==> src/rtl/bank_window_pkg.sv <==
package bank_window_pkg;

  // Result of decoding one bus offset
  typedef struct packed {
    logic ctrl_hit;  // offset selects the control register
    logic win_hit;   // offset lands inside the shared window
  } dec_hit_t;

endpackage

==> src/rtl/bank_window_decode.sv <==
module bank_window_decode
  import bank_window_pkg::*;
#(
  parameter int ADDR_W   = 8,
  parameter int CTRL_OFF = 'h00,
  parameter int WIN_BASE = 'h10,
  parameter int REGS     = 4,
  parameter int IDX_W    = $clog2(REGS)
) (
  input  logic [ADDR_W-1:0] addr,
  output dec_hit_t          hit,
  output logic [IDX_W-1:0]  idx
);

  localparam int WIN_SPAN = REGS * 4;

  logic [ADDR_W-1:0] rel;

  always_comb begin
    rel          = addr - ADDR_W'(WIN_BASE);
    hit.ctrl_hit = (addr == ADDR_W'(CTRL_OFF));
    hit.win_hit  = (addr >= ADDR_W'(WIN_BASE)) &&
                   (rel < ADDR_W'(WIN_SPAN)) &&
                   (rel[1:0] == 2'b00);
    idx          = rel[IDX_W+1:2];
  end

endmodule

==> src/rtl/bank_window_bank.sv <==
module bank_window_bank #(
  parameter int DATA_W = 32,
  parameter int REGS   = 4,
  parameter int IDX_W  = $clog2(REGS)
) (
  input  logic                   clk,
  input  logic                   rst_n,
  input  logic                   wr_en,
  input  logic [IDX_W-1:0]       wr_idx,
  input  logic [DATA_W-1:0]      wr_data,
  output logic [REGS*DATA_W-1:0] regs_o
);

  for (genvar r = 0; r < REGS; r++) begin : g_word
    logic [DATA_W-1:0] word_q;

    always_ff @(posedge clk or negedge rst_n) begin
      if (!rst_n) begin
        word_q <= '0;
      end else if (wr_en && (wr_idx == IDX_W'(r))) begin
        word_q <= wr_data;
      end
    end

    assign regs_o[r*DATA_W +: DATA_W] = word_q;
  end

endmodule

==> src/rtl/bank_window_rdmux.sv <==
module bank_window_rdmux
  import bank_window_pkg::*;
#(
  parameter int DATA_W    = 32,
  parameter int NUM_BANKS = 4,
  parameter int REGS      = 4,
  parameter int SEL_W     = $clog2(NUM_BANKS),
  parameter int IDX_W     = $clog2(REGS)
) (
  input  logic                             clk,
  input  logic                             rst_n,
  input  logic                             rd_en,
  input  dec_hit_t                         hit,
  input  logic [IDX_W-1:0]                 idx,
  input  logic [SEL_W-1:0]                 sel,
  input  logic [NUM_BANKS*REGS*DATA_W-1:0] words,
  output logic [DATA_W-1:0]                rdata
);

  logic [SEL_W+IDX_W-1:0] flat_idx;
  logic [DATA_W-1:0]      win_word;

  always_comb begin
    flat_idx = {sel, idx};
    win_word = words[flat_idx*DATA_W +: DATA_W];
  end

  always_ff @(posedge clk or negedge rst_n) begin
    if (!rst_n) begin
      rdata <= '0;
    end else if (rd_en) begin
      if (hit.ctrl_hit)     rdata <= DATA_W'(sel);
      else if (hit.win_hit) rdata <= win_word;
      else                  rdata <= '0;
    end
  end

  AST_RD_HOLD: assert property (@(posedge clk) disable iff (!rst_n)
    !rd_en |=> $stable(rdata));

  AST_UNMAPPED_ZERO: assert property (@(posedge clk) disable iff (!rst_n)
    (rd_en && !hit.ctrl_hit && !hit.win_hit) |=> (rdata == '0));

  AST_CTRL_READBACK: assert property (@(posedge clk) disable iff (!rst_n)
    (rd_en && hit.ctrl_hit) |=> (rdata == DATA_W'($past(sel))));

endmodule

==> src/rtl/bank_window.sv <==
module bank_window
  import bank_window_pkg::*;
#(
  parameter int ADDR_W    = 8,
  parameter int DATA_W    = 32,
  parameter int NUM_BANKS = 4,
  parameter int REGS      = 4,
  parameter int CTRL_OFF  = 'h00,
  parameter int WIN_BASE  = 'h10,
  parameter int SEL_W     = $clog2(NUM_BANKS),
  parameter int IDX_W     = $clog2(REGS),
  parameter int BANK_BITS = REGS * DATA_W,
  parameter int ALL_BITS  = NUM_BANKS * BANK_BITS
) (
  input  logic                clk,
  input  logic                rst_n,
  input  logic [ADDR_W-1:0]   bus_addr,
  input  logic                bus_wr,
  input  logic [DATA_W-1:0]   bus_wdata,
  input  logic                bus_rd,
  output logic [DATA_W-1:0]   bus_rdata,
  output logic [SEL_W-1:0]    bank_sel,
  output logic [ALL_BITS-1:0] bank_regs
);

  dec_hit_t         hit;
  logic [IDX_W-1:0] idx;
  logic [SEL_W-1:0] sel_q;
  logic             win_wr;

  bank_window_decode #(
    .ADDR_W  (ADDR_W),
    .CTRL_OFF(CTRL_OFF),
    .WIN_BASE(WIN_BASE),
    .REGS    (REGS),
    .IDX_W   (IDX_W)
  ) u_decode (
    .addr(bus_addr),
    .hit (hit),
    .idx (idx)
  );

  // Select register
  always_ff @(posedge clk or negedge rst_n) begin
    if (!rst_n) begin
      sel_q <= '0;
    end else if (bus_wr && hit.ctrl_hit) begin
      sel_q <= bus_wdata[SEL_W-1:0];
    end
  end

  assign bank_sel = sel_q;
  assign win_wr   = bus_wr && hit.win_hit;

  for (genvar b = 0; b < NUM_BANKS; b++) begin : g_bank
    logic bank_we;
    assign bank_we = win_wr && (sel_q == SEL_W'(b));

    bank_window_bank #(
      .DATA_W(DATA_W),
      .REGS  (REGS),
      .IDX_W (IDX_W)
    ) u_bank (
      .clk    (clk),
      .rst_n  (rst_n),
      .wr_en  (bank_we),
      .wr_idx (idx),
      .wr_data(bus_wdata),
      .regs_o (bank_regs[b*BANK_BITS +: BANK_BITS])
    );

    AST_UNSEL_KEEP: assert property (@(posedge clk) disable iff (!rst_n)
      !(bus_wr && hit.win_hit && (bank_sel == SEL_W'(b)))
        |=> $stable(bank_regs[b*BANK_BITS +: BANK_BITS]));

    for (genvar r = 0; r < REGS; r++) begin : g_chk
      AST_WR_LANDS: assert property (@(posedge clk) disable iff (!rst_n)
        (bus_wr && hit.win_hit && (bank_sel == SEL_W'(b)) && (idx == IDX_W'(r)))
          |=> (bank_regs[(b*REGS+r)*DATA_W +: DATA_W] == $past(bus_wdata)));
    end
  end

  bank_window_rdmux #(
    .DATA_W   (DATA_W),
    .NUM_BANKS(NUM_BANKS),
    .REGS     (REGS),
    .SEL_W    (SEL_W),
    .IDX_W    (IDX_W)
  ) u_rdmux (
    .clk  (clk),
    .rst_n(rst_n),
    .rd_en(bus_rd),
    .hit  (hit),
    .idx  (idx),
    .sel  (sel_q),
    .words(bank_regs),
    .rdata(bus_rdata)
  );

  AST_SEL_WRITE: assert property (@(posedge clk) disable iff (!rst_n)
    (bus_wr && hit.ctrl_hit) |=> (bank_sel == $past(bus_wdata[SEL_W-1:0])));

  AST_SEL_KEEP: assert property (@(posedge clk) disable iff (!rst_n)
    !(bus_wr && hit.ctrl_hit) |=> $stable(bank_sel));

endmodule

==> config.mk <==
export PLATFORM = sky130hd
export DESIGN_NAME = bank_window
export DESIGN_NICKNAME = d
export VERILOG_FILES = /design/src/rtl/bank_window_pkg.sv /design/src/rtl/bank_window_decode.sv /design/src/rtl/bank_window_bank.sv /design/src/rtl/bank_window_rdmux.sv /design/src/rtl/bank_window.sv
export SDC_FILE = /design/constraint.sdc
export NUM_CORES = 1
export LEC_CHECK = 0
export ABC_CLOCK_PERIOD_IN_PS = 5000
export BUFFER_PORTS_ARGS = -buffer_cell sky130_fd_sc_hd__buf_2
export CORE_AREA = 2 2 229 231
export CTS_BUF_LIST = sky130_fd_sc_hd__clkbuf_4 sky130_fd_sc_hd__clkbuf_8
export DETAILED_ROUTE_END_ITERATION = 8
export DIE_AREA = 0 0 231 233
export GPL_ROUTABILITY_DRIVEN = 0
export PLACE_DENSITY_LB_ADDON = 0.15
export SLEW_MARGIN = 5
export SYNTH_ARGS = -nofsm -noshare
export SYNTH_HDL_FRONTEND = slang
export SYNTH_SLANG_ARGS = --single-unit
==> constraint.sdc <==
create_clock -name clk -period 5 [get_ports clk]
set_clock_uncertainty 0.15 [all_clocks]
set_input_delay 0.25 -clock clk [delete_from_list [all_inputs] [get_ports clk]]
set_output_delay 0.25 -clock clk [all_outputs]
set_load 0.01 [all_outputs]
==> results of run 1 <==
==> logic make-up after synthesis <==
group	after synthesis	synth area share, %
simple gates	52	1.20
buf+inv	166	3.25
flops	546	56.6
mux	645	35.9
compound gates	95	3.11
==> stage by stage <==
stage | worst slack, ps | power (mW)
floorplan | 2830 | 4.87
global placement | 1670 | 5.17
detailed placement | 1640 | 5.18
CTS | 1700 | 9.33
global route | 1580 | 9.58
finish | 1700 | 9.25
==> layout make-up <==
type	instances	area share [%]
antenna	1	0.00833
clock buffer	149	6.08
clock inverter	7	0.208
inverter	31	0.388
multi-input combinational	792	32.8
sequential	546	45.5
tap	680	2.83
timing repair buffer	659	12.1
==> Yosys cell counts, types with 3 or more instances <==
| cell | instances |
|---|---|
| clkbuf_1 | 56 |
| nand3_1 | 13 |
| buf_2 | 55 |
| buf_4 | 14 |
| nor2_1 | 12 |
| mux2_1 | 3 |
| nor2b_1 | 5 |
| inv_1 | 31 |
| mux2_2 | 511 |
| o22ai_1 | 32 |
| nand2b_1 | 5 |
| and2_1 | 3 |
| a221oi_1 | 30 |
| mux2i_1 | 6 |
| dfrtp_1 | 546 |
| a22o_1 | 29 |
| mux4_2 | 125 |
| buf_6 | 5 |
| buf_1 | 3 |
==> worst register-to-register path, cell delays in order (launching register included) <==
cell           delay [ps]
dfrtp_4               770
buf_4                 770
nand2b_1              350
nor2_1                 60
or4_1                 470
nand3_1               100
dlygate4sd3_1         570
==> worst min path at each step <==
stage / from / endpoint / slack [ps] / cells after the start
finish: rst_n / g_bank[1].u_bank.g_word[1].word_q[28] / 90 / 2
global route: rst_n / g_bank[0].u_bank.g_word[1].word_q[29] / 120 / 2
CTS: rst_n / g_bank[1].u_bank.g_word[1].word_q[28] / 70 / 2
detailed placement: rst_n / g_bank[1].u_bank.g_word[1].word_q[28] / 200 / 1
global placement: rst_n / g_bank[0].u_bank.g_word[1].word_q[28] / 200 / 1
floorplan: rst_n / bank_sel[0] / -200 / 0
==> layout by cell type, fill, tap and decap left out, types with 6 or more instances in the layout <==
cell type        n
a22o_1          29
dlygate4sd3_1   40
buf_2          588
mux2_2         511
buf_4           25
a221oi_1        30
nor2_1           6
inv_1           31
clkbuf_8       113
mux2i_1          6
o22ai_1         32
mux4_2         125
nor2_4           6
clkbuf_4        36
dfrtp_1        544
==> flip-flops by register name (all words and copies together) (netlist names) <==
name and flops:
bank_sel 2, u_rdmux.rdata 32, g_bank.u_bank.g_word.word_q 512
==> layer usage <==
layer | part of all wire [%] | vias up
li1 | - | 6917
met1 | 40 | 9000
met2 | 49 | 702
met3 | 7.2 | 175
met4 | 4.0 | 0
met5 | 0 | -
==> report_power, final <==
group / leakage (nW) / total (mW) / internal (mW) / switching, mW
combinational: 7.48 / 0.583 / 0.223 / 0.361
clock: 1.01 / 4.13 / 2.33 / 1.80
sequential: 7.60 / 4.53 / 4.48 / 0.0576
total: 16.1 / 9.25 / 7.03 / 2.21
==> repair_timing <==
action | in CTS | in global routing
hold buffers | 40 | 0
resized for setup | 0 | 0
buffers inserted | 0 | 0
endpoints found under the setup margin | 0 | 0
endpoints found under the hold margin | 612 | 0
==> impl_metrics.env, run 1 <==
export IMPL_outcome="finished clean"
export IMPL_synth_area_leaders="dfrtp_1 57%, mux2_2 24%, mux4_2 12%, buf_2 1.1%, a221oi_1 1.1%"
export IMPL_yosysWarnings=0
export IMPL_grtUsageMet3_pct=7.72
export IMPL_grt_busiest_layer="met2"
export IMPL_coreArea_mm2=0.0511
export IMPL_ios=590
export IMPL_arrival_ps=3740
export IMPL_tightest_slew_ps=1200
export IMPL_r2r_setup_slack_ps=1700
export IMPL_fin_util_pct=58.8
export IMPL_hold_class="in -> async"
export IMPL_cts_max_level=3
export IMPL_wirelength_mm=84.0
export IMPL_cp_top_family="buffers and inverters"
export IMPL_dieArea_mm2=0.0538
export IMPL_endpoint="u_rdmux.rdata[1]"
export IMPL_clockBufferDepth=3
export IMPL_cts_buffers=91
export IMPL_path_max_fanout=53
export IMPL_crit_path_top_delay_cell="dfrtp_4"
export IMPL_instances_no_fill=2865
export IMPL_synth_edff_count=0
export IMPL_synth_top_cell_by_area="dfrtp_1"
export IMPL_crit_reg2reg_launch="bank_sel[1]"
export IMPL_critPathRequiredTime_ps=5440
export IMPL_rsz0062_at_grt="no"
export IMPL_antenna_found_initial=1
export IMPL_synth_area_per_cell_um2=16.1
export IMPL_grt_pass1_vias=17400
export IMPL_grtUsageTotal_pct=31.1
export IMPL_clkTransAtPathRegs_ps=60
export IMPL_startpoint="bank_sel[1]"
export IMPL_synthFlopType="dfrtp_1"
export IMPL_synthArstFlopShare_pct=100
export IMPL_crit_buf_inv=2
export IMPL_syn_instance_count=1504
export IMPL_tritoncts="built"
export IMPL_vias_per_cell=5.86
export IMPL_path_cells="buf_4 -> nand2b_1 -> nor2_1 -> or4_1 -> nand3_1 -> dlygate4sd3_1"
export IMPL_clock_sinks=546
export IMPL_holdWs_ps=90.6
export IMPL_yosysTopAreaCellShare_pct=56.6
export IMPL_dr_pass1_iters=5
export IMPL_die_w_um=231
export IMPL_wl_per_cell_um=29.3
export IMPL_synth_cell_types=32
export IMPL_clock_fmax_mhz=303
export IMPL_regToRegEndpoint="u_rdmux.rdata[1]"
export IMPL_crit_type="reg -> reg"
export IMPL_crit_cells=6
export IMPL_drc=0
export IMPL_powerDensity_mw_per_mm2=308
export IMPL_hold_viol=0
export IMPL_fin_tns_setup_ps=0
export IMPL_synth_seq_cells=546
export IMPL_root_buffer="clkbuf_8"
export IMPL_die_height_um=233
export IMPL_dp_hpwl_mm=54.9
export IMPL_grt_use_met1_pct=39.6
export IMPL_use_met2_pct=50.5
export IMPL_relSlewSlack_pct=19.9
export IMPL_port_buffers=589
export IMPL_clkLatencyLatePin_ps=660
export IMPL_route_vias_total=16800
export IMPL_ir_worst_vdd_uv=221
export IMPL_ant_nets=0
export IMPL_critPathCaptureType="flip-flop"
export IMPL_drv_cap=0
export IMPL_placed_area_mm2=0.0277
export IMPL_slew_viol_final=0
export IMPL_fin_crit_sh_pct=66.0
export IMPL_p_leak_nw=16.1
export IMPL_dp_cells=2668
export IMPL_register_area_mm2=0.0137
export IMPL_gr_total_overflow=0
export IMPL_reg2regPathDepth=6
export IMPL_start_util_pct=47.3
export IMPL_syn_to_final_growth_pct=24.3
export IMPL_netlist_area_mm2=0.0242
export IMPL_slowest_delay_ps=770
export IMPL_fillers=4217
export IMPL_row_count=83
export IMPL_layout_nets=2165
export IMPL_multiInputGateArea_mm2=0.00985
export IMPL_grt_max_degree=124
export IMPL_finalInstanceArea_mm2=0.0300
export IMPL_yosysSeqAreaShare_pct=56.6
export IMPL_drtIter0Drc=1088
export IMPL_fin_crit_ps=3300
export IMPL_syn_num_nets=1548
export IMPL_drive_above_1_share_pct=65.8
export IMPL_setup_violations=0
export IMPL_worstSetupStartpointType="flip-flop"
export IMPL_grt_pass1_wl_mm=121
(Power assumes the default switching activity.)
==> run 2: changes to the inputs <==
- ABC_CLOCK_PERIOD_IN_PS: 5000 -> 3100
- CORE_AREA: 2 2 229 231 -> 2 2 230 232
- DIE_AREA: 0 0 231 233 -> 0 0 232 234
- clock period: 5 -> 3.1 ns (I/O delays scaled with it)
==> run 2 against run 1 <==
Sequential share of layout area down 0.73 points. Worst setup slack worse by 1200 ps. Maximum frequency up 26%. Largest power group unchanged. Critical path type unchanged. Clock power up 63%. Utilization down 0.11 points. Highest routed layer unchanged. Via count up 0.74%. Flip-flop and latch count unchanged. First-iteration DRC count up 7.1%. Wire length up 0.81%.
==> impl_metrics.env, run 2 (synthesis gave the netlist of run 1 again) <==
export IMPL_port_buffers=589
export IMPL_antenna_found_initial=2
export IMPL_powerDensity_mw_per_mm2=492
export IMPL_fin_crit_sh_pct=84.7
export IMPL_ant_nets=0
export IMPL_ir_worst_vdd_uv=406
export IMPL_grt_max_degree=97
export IMPL_outcome="finished clean"
export IMPL_dp_slack_ps=510
export IMPL_gr_total_overflow=0
export IMPL_route_vias_total=16900
export IMPL_post_cts_buffers=0
export IMPL_relSlewSlack_pct=52.0
export IMPL_arrival_ps=3010
export IMPL_clockBufferDepth=3
export IMPL_die_height_um=234
export IMPL_clock_power_share_pct=44.8
export IMPL_start_util_pct=46.4
export IMPL_grtUsageTotal_pct=31.1
export IMPL_holdWs_ps=55.9
export IMPL_row_count=84
export IMPL_layout_nets=2192
export IMPL_ios=590
export IMPL_internal_power_mw=11.4
export IMPL_combPwrFrac_pct=6.5
export IMPL_fin_crit_ps=2630
export IMPL_clkTransAtPathRegs_ps=60
export IMPL_clock_fmax_mhz=381
export IMPL_startpoint="bank_sel[0]"
export IMPL_tritoncts="built"
export IMPL_top_register="g_bank.u_bank.g_word.word_q"
export IMPL_reg2regPathDepth=5
export IMPL_clkLatencyLatePin_ps=690
export IMPL_crit_reg2reg_launch="bank_sel[0]"
export IMPL_drv_cap=0
export IMPL_die_w_um=232
export IMPL_drive_above_1_share_pct=66.4
export IMPL_rsz0062_at_grt="no"
export IMPL_dr_pass1_iters=5
export IMPL_largest_reg_flops=512
export IMPL_drc=0
export IMPL_fillers=4254
export IMPL_syn_to_final_growth_pct=26.4
export IMPL_drtIter0Drc=1165
export IMPL_r2r_setup_slack_ps=470
export IMPL_critPathRequiredTime_ps=3480
export IMPL_hold_class="in -> async"
export IMPL_worstSetupStartpointType="flip-flop"
export IMPL_sw_frac_of_total_pct=24.1
export IMPL_cts_buffers=92
export IMPL_hold_viol=0
export IMPL_grt_pass1_wl_mm=122
export IMPL_path_max_fanout=53
export IMPL_power_frac_seq_pct=48.6
export IMPL_wl_per_cell_um=29.1
export IMPL_slew_viol_final=0
export IMPL_p_leak_nw=16.3
export IMPL_cts_max_level=3
export IMPL_layout_common_cells="588 x buf_2, 544 x dfrtp_1, 511 x mux2_2, 125 x mux4_2, 113 x clkbuf_8"
export IMPL_fin_ws_ps=473
export IMPL_coreArea_mm2=0.0520
export IMPL_vias_per_cell=5.81
export IMPL_switchingPower_mw=3.62
export IMPL_wirelength_mm=84.7
export IMPL_crit_type="reg -> reg"
export IMPL_root_buffer="clkbuf_8"
export IMPL_critPathCaptureType="flip-flop"
export IMPL_dieArea_mm2=0.0543
export IMPL_regToRegEndpoint="u_rdmux.rdata[7]"
export IMPL_tightest_slew_ps=720
export IMPL_clock_sinks=546
export IMPL_grt_pass1_vias=17400
export IMPL_endpoint="u_rdmux.rdata[7]"
export IMPL_setup_violations=0
export IMPL_cts_resized=0
export IMPL_final_common_cell="buf_2"
export IMPL_fin_tns_setup_ps=0
export IMPL_dp_hpwl_mm=56.6
[run 2: cell types whose count changed in the layout (fill, tap and decap cells not counted), sizes merged]
cell	before	now
clkinvlp	1	5
inv	31	32
bufinv	1	0
clkbuf	149	156
buf	619	647
dlygate4sd3	40	38
diode	1	2
clkinv	5	4
[run 2: how the worst min path moves through the flow]
stage               slack, ps                               endpoint  cells after the start
global placement           60  g_bank[1].u_bank.g_word[1].word_q[28]                      1
global route               50  g_bank[1].u_bank.g_word[3].word_q[24]                      3
floorplan                -290                            bank_sel[0]                      0
detailed placement         60  g_bank[2].u_bank.g_word[1].word_q[28]                      1
CTS                        20  g_bank[1].u_bank.g_word[3].word_q[24]                      3
finish                     60  g_bank[1].u_bank.g_word[3].word_q[24]                      3
[run 2: layout make-up]
class / instances / area [um2] / share of cell area, %
clock inverter: 10 / 66.3 / 0.217
multi-input combinational: 792 / 9880 / 32.4
timing repair buffer: 685 / 4040 / 13.3
clock buffer: 156 / 1880 / 6.15
inverter: 31 / 116 / 0.381
tap: 688 / 861 / 2.82
antenna: 2 / 5.00 / 0.0164
sequential: 546 / 13700 / 44.8
[run 2: metrics by stage]
step	area, um2	std cells	utilization (%)	total power [mW]
global placement	28200	2703	54.1	8.36
detailed placement	28200	2703	54.1	8.37
floorplan	24200	1504	-	7.86
CTS	30500	2908	58.7	15.2
global route	30500	2910	58.7	15.6
finish	30500	2910	58.7	15.0
[run 2: power by group through the flow]
stage	clock network [mW]	registers, mW	logic [mW]
5_1_grt	7.23	7.31	1.06
3_3_place_gp	0	7.42	0.937
6_report	6.74	7.30	0.982
4_1_cts	6.87	7.30	0.995
2_1_floorplan	0	7.44	0.415
3_5_place_dp	0	7.43	0.948
[run 2: critical path, cell delays in order (launching register included)]
cell	delay, ps
dfrtp_4	630
buf_12	350
mux4_2	580
a22o_1	260
a221oi_1	240
o22ai_1	100
[run 2: repair_timing]
action / in CTS / in global routing
hold buffers: 39 / 0
endpoints found under the hold margin: 1070 / 0
setup endpoints to repair: 0 / 0
[run 2: per-layer routing]
layer  track usage [%]  routed length, um  share of wire, %
met5                 0                  0                 0
met4              13.0               3110               3.7
met3              7.59               6260               7.4
met2              49.6              41000                48
met1              41.0              34300                41
==> run 3: changes to the inputs <==
- ABC_AREA: default -> 1
- ABC_CLOCK_PERIOD_IN_PS: 3100 -> 2700
- CORE_AREA: 2 2 230 232 -> 2 2 231 233
- DIE_AREA: 0 0 232 234 -> 0 0 233 235
- clock period: 3.1 -> 2.7 ns (I/O delays scaled with it)
==> run 3 against run 2 <==
Worst setup slack got worse by 420 ps. Synthesized area barely moved. Flip-flop and latch count is the same. Total power grew 17%. Global-route usage rose by 5.2 points. Sequential share of layout area rose by 0.17 points. Wire length rose by 18%. Synthesized cell count grew 97%. Cell count rose by 49%. Count of clock-buffer cells in the layout down 9. First-iteration DRC count grew 110%. Die area up 0.86%. Highest routed layer unchanged.
==> impl_metrics.env, run 3 <==
export IMPL_outcome="finished clean"
export IMPL_dr_pass1_iters=5
export IMPL_drv_cap=0
export IMPL_fin_ws_ps=52.0
export IMPL_clkTransAtPathRegs_ps=60
export IMPL_coreArea_mm2=0.0522
export IMPL_yosysWarnings=0
export IMPL_dieArea_mm2=0.0548
export IMPL_internal_power_mw=13.0
export IMPL_die_w_um=233
export IMPL_die_height_um=235
export IMPL_port_buffers=589
export IMPL_synth_area_per_cell_um2=8.15
export IMPL_hold_viol=0
export IMPL_instances_no_fill=4335
export IMPL_fillers=4759
export IMPL_yosysMostFrequentCell="nand2_1"
export IMPL_clkLatencyLatePin_ps=670
export IMPL_layout_nets=3623
export IMPL_grt_pass1_vias=22600
export IMPL_antenna_found_initial=2
export IMPL_netlist_area_mm2=0.0242
export IMPL_cts_max_level=3
export IMPL_synth_area_leaders="dfrtp_1 57%, nand2_1 14%, o21ai_0 12%, nor2_1 4.6%, inv_1 2.9%"
export IMPL_grt_max_degree=93
export IMPL_power_mw=17.6
export IMPL_wl_per_cell_um=23.1
export IMPL_ir_worst_vdd_uv=382
export IMPL_path_max_fanout=7
export IMPL_fin_tns_setup_ps=0
export IMPL_combPwrFrac_pct=8.2
export IMPL_syn_num_nets=3011
export IMPL_hold_class="in -> async"
export IMPL_syn_to_final_growth_pct=25.7
export IMPL_powerDensity_mw_per_mm2=578
export IMPL_final_common_cell="nand2_1"
export IMPL_ant_nets=0
export IMPL_setup_violations=0
export IMPL_grtUsageTotal_pct=36.3
export IMPL_fin_crit_sh_pct=98.1
export IMPL_gr_total_overflow=0
export IMPL_clock_sinks=546
export IMPL_crit_type="in -> reg"
export IMPL_synth_cell_types=27
export IMPL_largest_reg_flops=512
export IMPL_row_count=84
export IMPL_arrival_ps=3040
export IMPL_cts_resized=0
export IMPL_drtIter0Drc=2398
export IMPL_drc=0
export IMPL_critPathCaptureType="flip-flop"
export IMPL_layout_common_cells="911 x nand2_1, 597 x o21ai_0, 587 x buf_2, 546 x dfrtp_1, 292 x nor2_1"
export IMPL_yosysSeqAreaShare_pct=56.5
export IMPL_fin_crit_ps=2650
export IMPL_switchingPower_mw=4.53
export IMPL_dp_hpwl_mm=66.4
export IMPL_slew_viol_final=0
export IMPL_clock_power_share_pct=44.0
export IMPL_dp_slack_ps=495
export IMPL_synthFlopType="dfrtp_1"
export IMPL_rsz0062_at_grt="no"
export IMPL_crit_path_top_delay_cell="dlygate4sd3_1"
export IMPL_ios=590
export IMPL_start_util_pct=46.3
export IMPL_grt_pass1_wl_mm=148
export IMPL_slowest_delay_ps=670
export IMPL_wirelength_mm=100
export IMPL_vias_per_cell=5.51
export IMPL_dp_cells=4116
export IMPL_power_frac_seq_pct=47.8
export IMPL_tightest_slew_ps=807
export IMPL_synth_seq_cells=546
export IMPL_yosysTopAreaCellShare_pct=56.5
export IMPL_path_cells="dlygate4sd3_1 -> buf_4 -> clkinv_2 -> nand2_4 -> nor3_1 -> dlygate4sd3_1 -> nand2_1 -> nand2_1 -> o21ai_1 -> dlygate4sd3_1"
export IMPL_clock_fmax_mhz=378
export IMPL_root_buffer="clkbuf_8"
export IMPL_cp_top_family="buffers and inverters"
export IMPL_syn_instance_count=2967
export IMPL_critPathRequiredTime_ps=3090
export IMPL_route_vias_total=23900
export IMPL_synthArstFlopShare_pct=100
export IMPL_tritoncts="built"
export IMPL_cts_buffers=91
export IMPL_crit_buf_inv=5
export IMPL_top_register="g_bank.u_bank.g_word.word_q"
export IMPL_worstSetupStartpointType="input pin"
export IMPL_relSlewSlack_pct=46.2
export IMPL_fin_util_pct=58.2
export IMPL_cpMostUsedCell="dlygate4sd3_1"
export IMPL_clockBufferDepth=3
export IMPL_synth_top_cell_by_area="dfrtp_1"
export IMPL_drive_above_1_share_pct=24.1
export IMPL_ys_top_cells_by_count="913 x nand2_1, 597 x o21ai_0, 546 x dfrtp_1"
export IMPL_sw_frac_of_total_pct=25.8
export IMPL_synth_edff_count=0
export IMPL_p_leak_nw=15.9
[run 3: through the flow]
step | hold slack [ps] | instance area, um2
2_1_floorplan | -311 | 24200
3_3_place_gp | -23.2 | 27900
3_5_place_dp | -12.2 | 27900
4_1_cts | 3.04 | 30300
5_1_grt | 46.0 | 30400
6_report | 45.7 | 30400
[run 3: layout make-up]
| type | instances | area [um2] | area share [%] |
|---|---|---|---|
| clock buffers | 147 | 1850 | 6.10 |
| repair buffers | 728 | 4250 | 14.0 |
| well taps | 688 | 861 | 2.83 |
| clock inverters | 12 | 62.6 | 0.206 |
| flip-flops and latches | 546 | 13700 | 45.0 |
| inverters | 192 | 722 | 2.38 |
| diodes | 2 | 5.00 | 0.0165 |
| multi-input cells | 2020 | 8970 | 29.5 |
[run 3: what timing repair did]
| action | 4_1_cts | 5_1_grt |
|---|---|---|
| hold buffers | 46 | 0 |
| setup buffers | 0 | 12 |
| hold endpoints to repair | 1077 | 0 |
| endpoints found under the setup margin | 0 | 20 |
[run 3: power groups by stage]
stage | registers (mW) | clock network, mW | logic (mW)
2_1_floorplan | 8.56 | 0 | 0.640
3_3_place_gp | 8.53 | 0 | 1.35
3_5_place_dp | 8.54 | 0 | 1.37
4_1_cts | 8.39 | 7.80 | 1.43
5_1_grt | 8.40 | 8.19 | 1.59
6_report | 8.39 | 7.72 | 1.45
[run 3: final timing paths]
kind	from	end	slack [ps]	cells after the start
max	bus_addr[2]	bank_sel[0]	50	10
min	rst_n	g_bank[2].u_bank.g_word[3].word_q[8]	50	3
max reg2reg	bank_sel[1]	u_rdmux.rdata[1]	100	9
min reg2reg	u_rdmux.rdata[30]	u_rdmux.rdata[30]	330	2
max in group asynchronous	rst_n	g_bank[2].u_bank.g_word[1].word_q[24]	1820	3
min in group clk	bus_addr[3]	u_rdmux.rdata[27]	110	7
[run 3: worst register-to-register path, stage by stage, from the launching register on]
cell and delay, ps:
dfrtp_1 630, nand2_1 130, inv_2 350, buf_4 360, nand2_1 90, nand2_1 70
inv_1 40, nand2_1 60, a21oi_1 60, dlygate4sd3_1 560
[run 3: layer usage]
metal	vias up	global-route usage, %	part of all wire (%)	wire [um]
li1	10700	-	-	-
met1	11500	47.9	39	38700
met2	1426	55.7	46	45700
met3	245	9.38	11	10800
met4	0	18.0	5.0	5000
met5	-	0	0	0
[run 3: kinds of logic after synthesis]
| family | after synthesis | share of synthesized area (%) |
|---|---|---|
| and+or+nand+nor | 1286 | 21.4 |
| AOI/OAI and AO/OA | 734 | 15.4 |
| DFF | 546 | 56.5 |
| buffers and inverters | 401 | 6.67 |
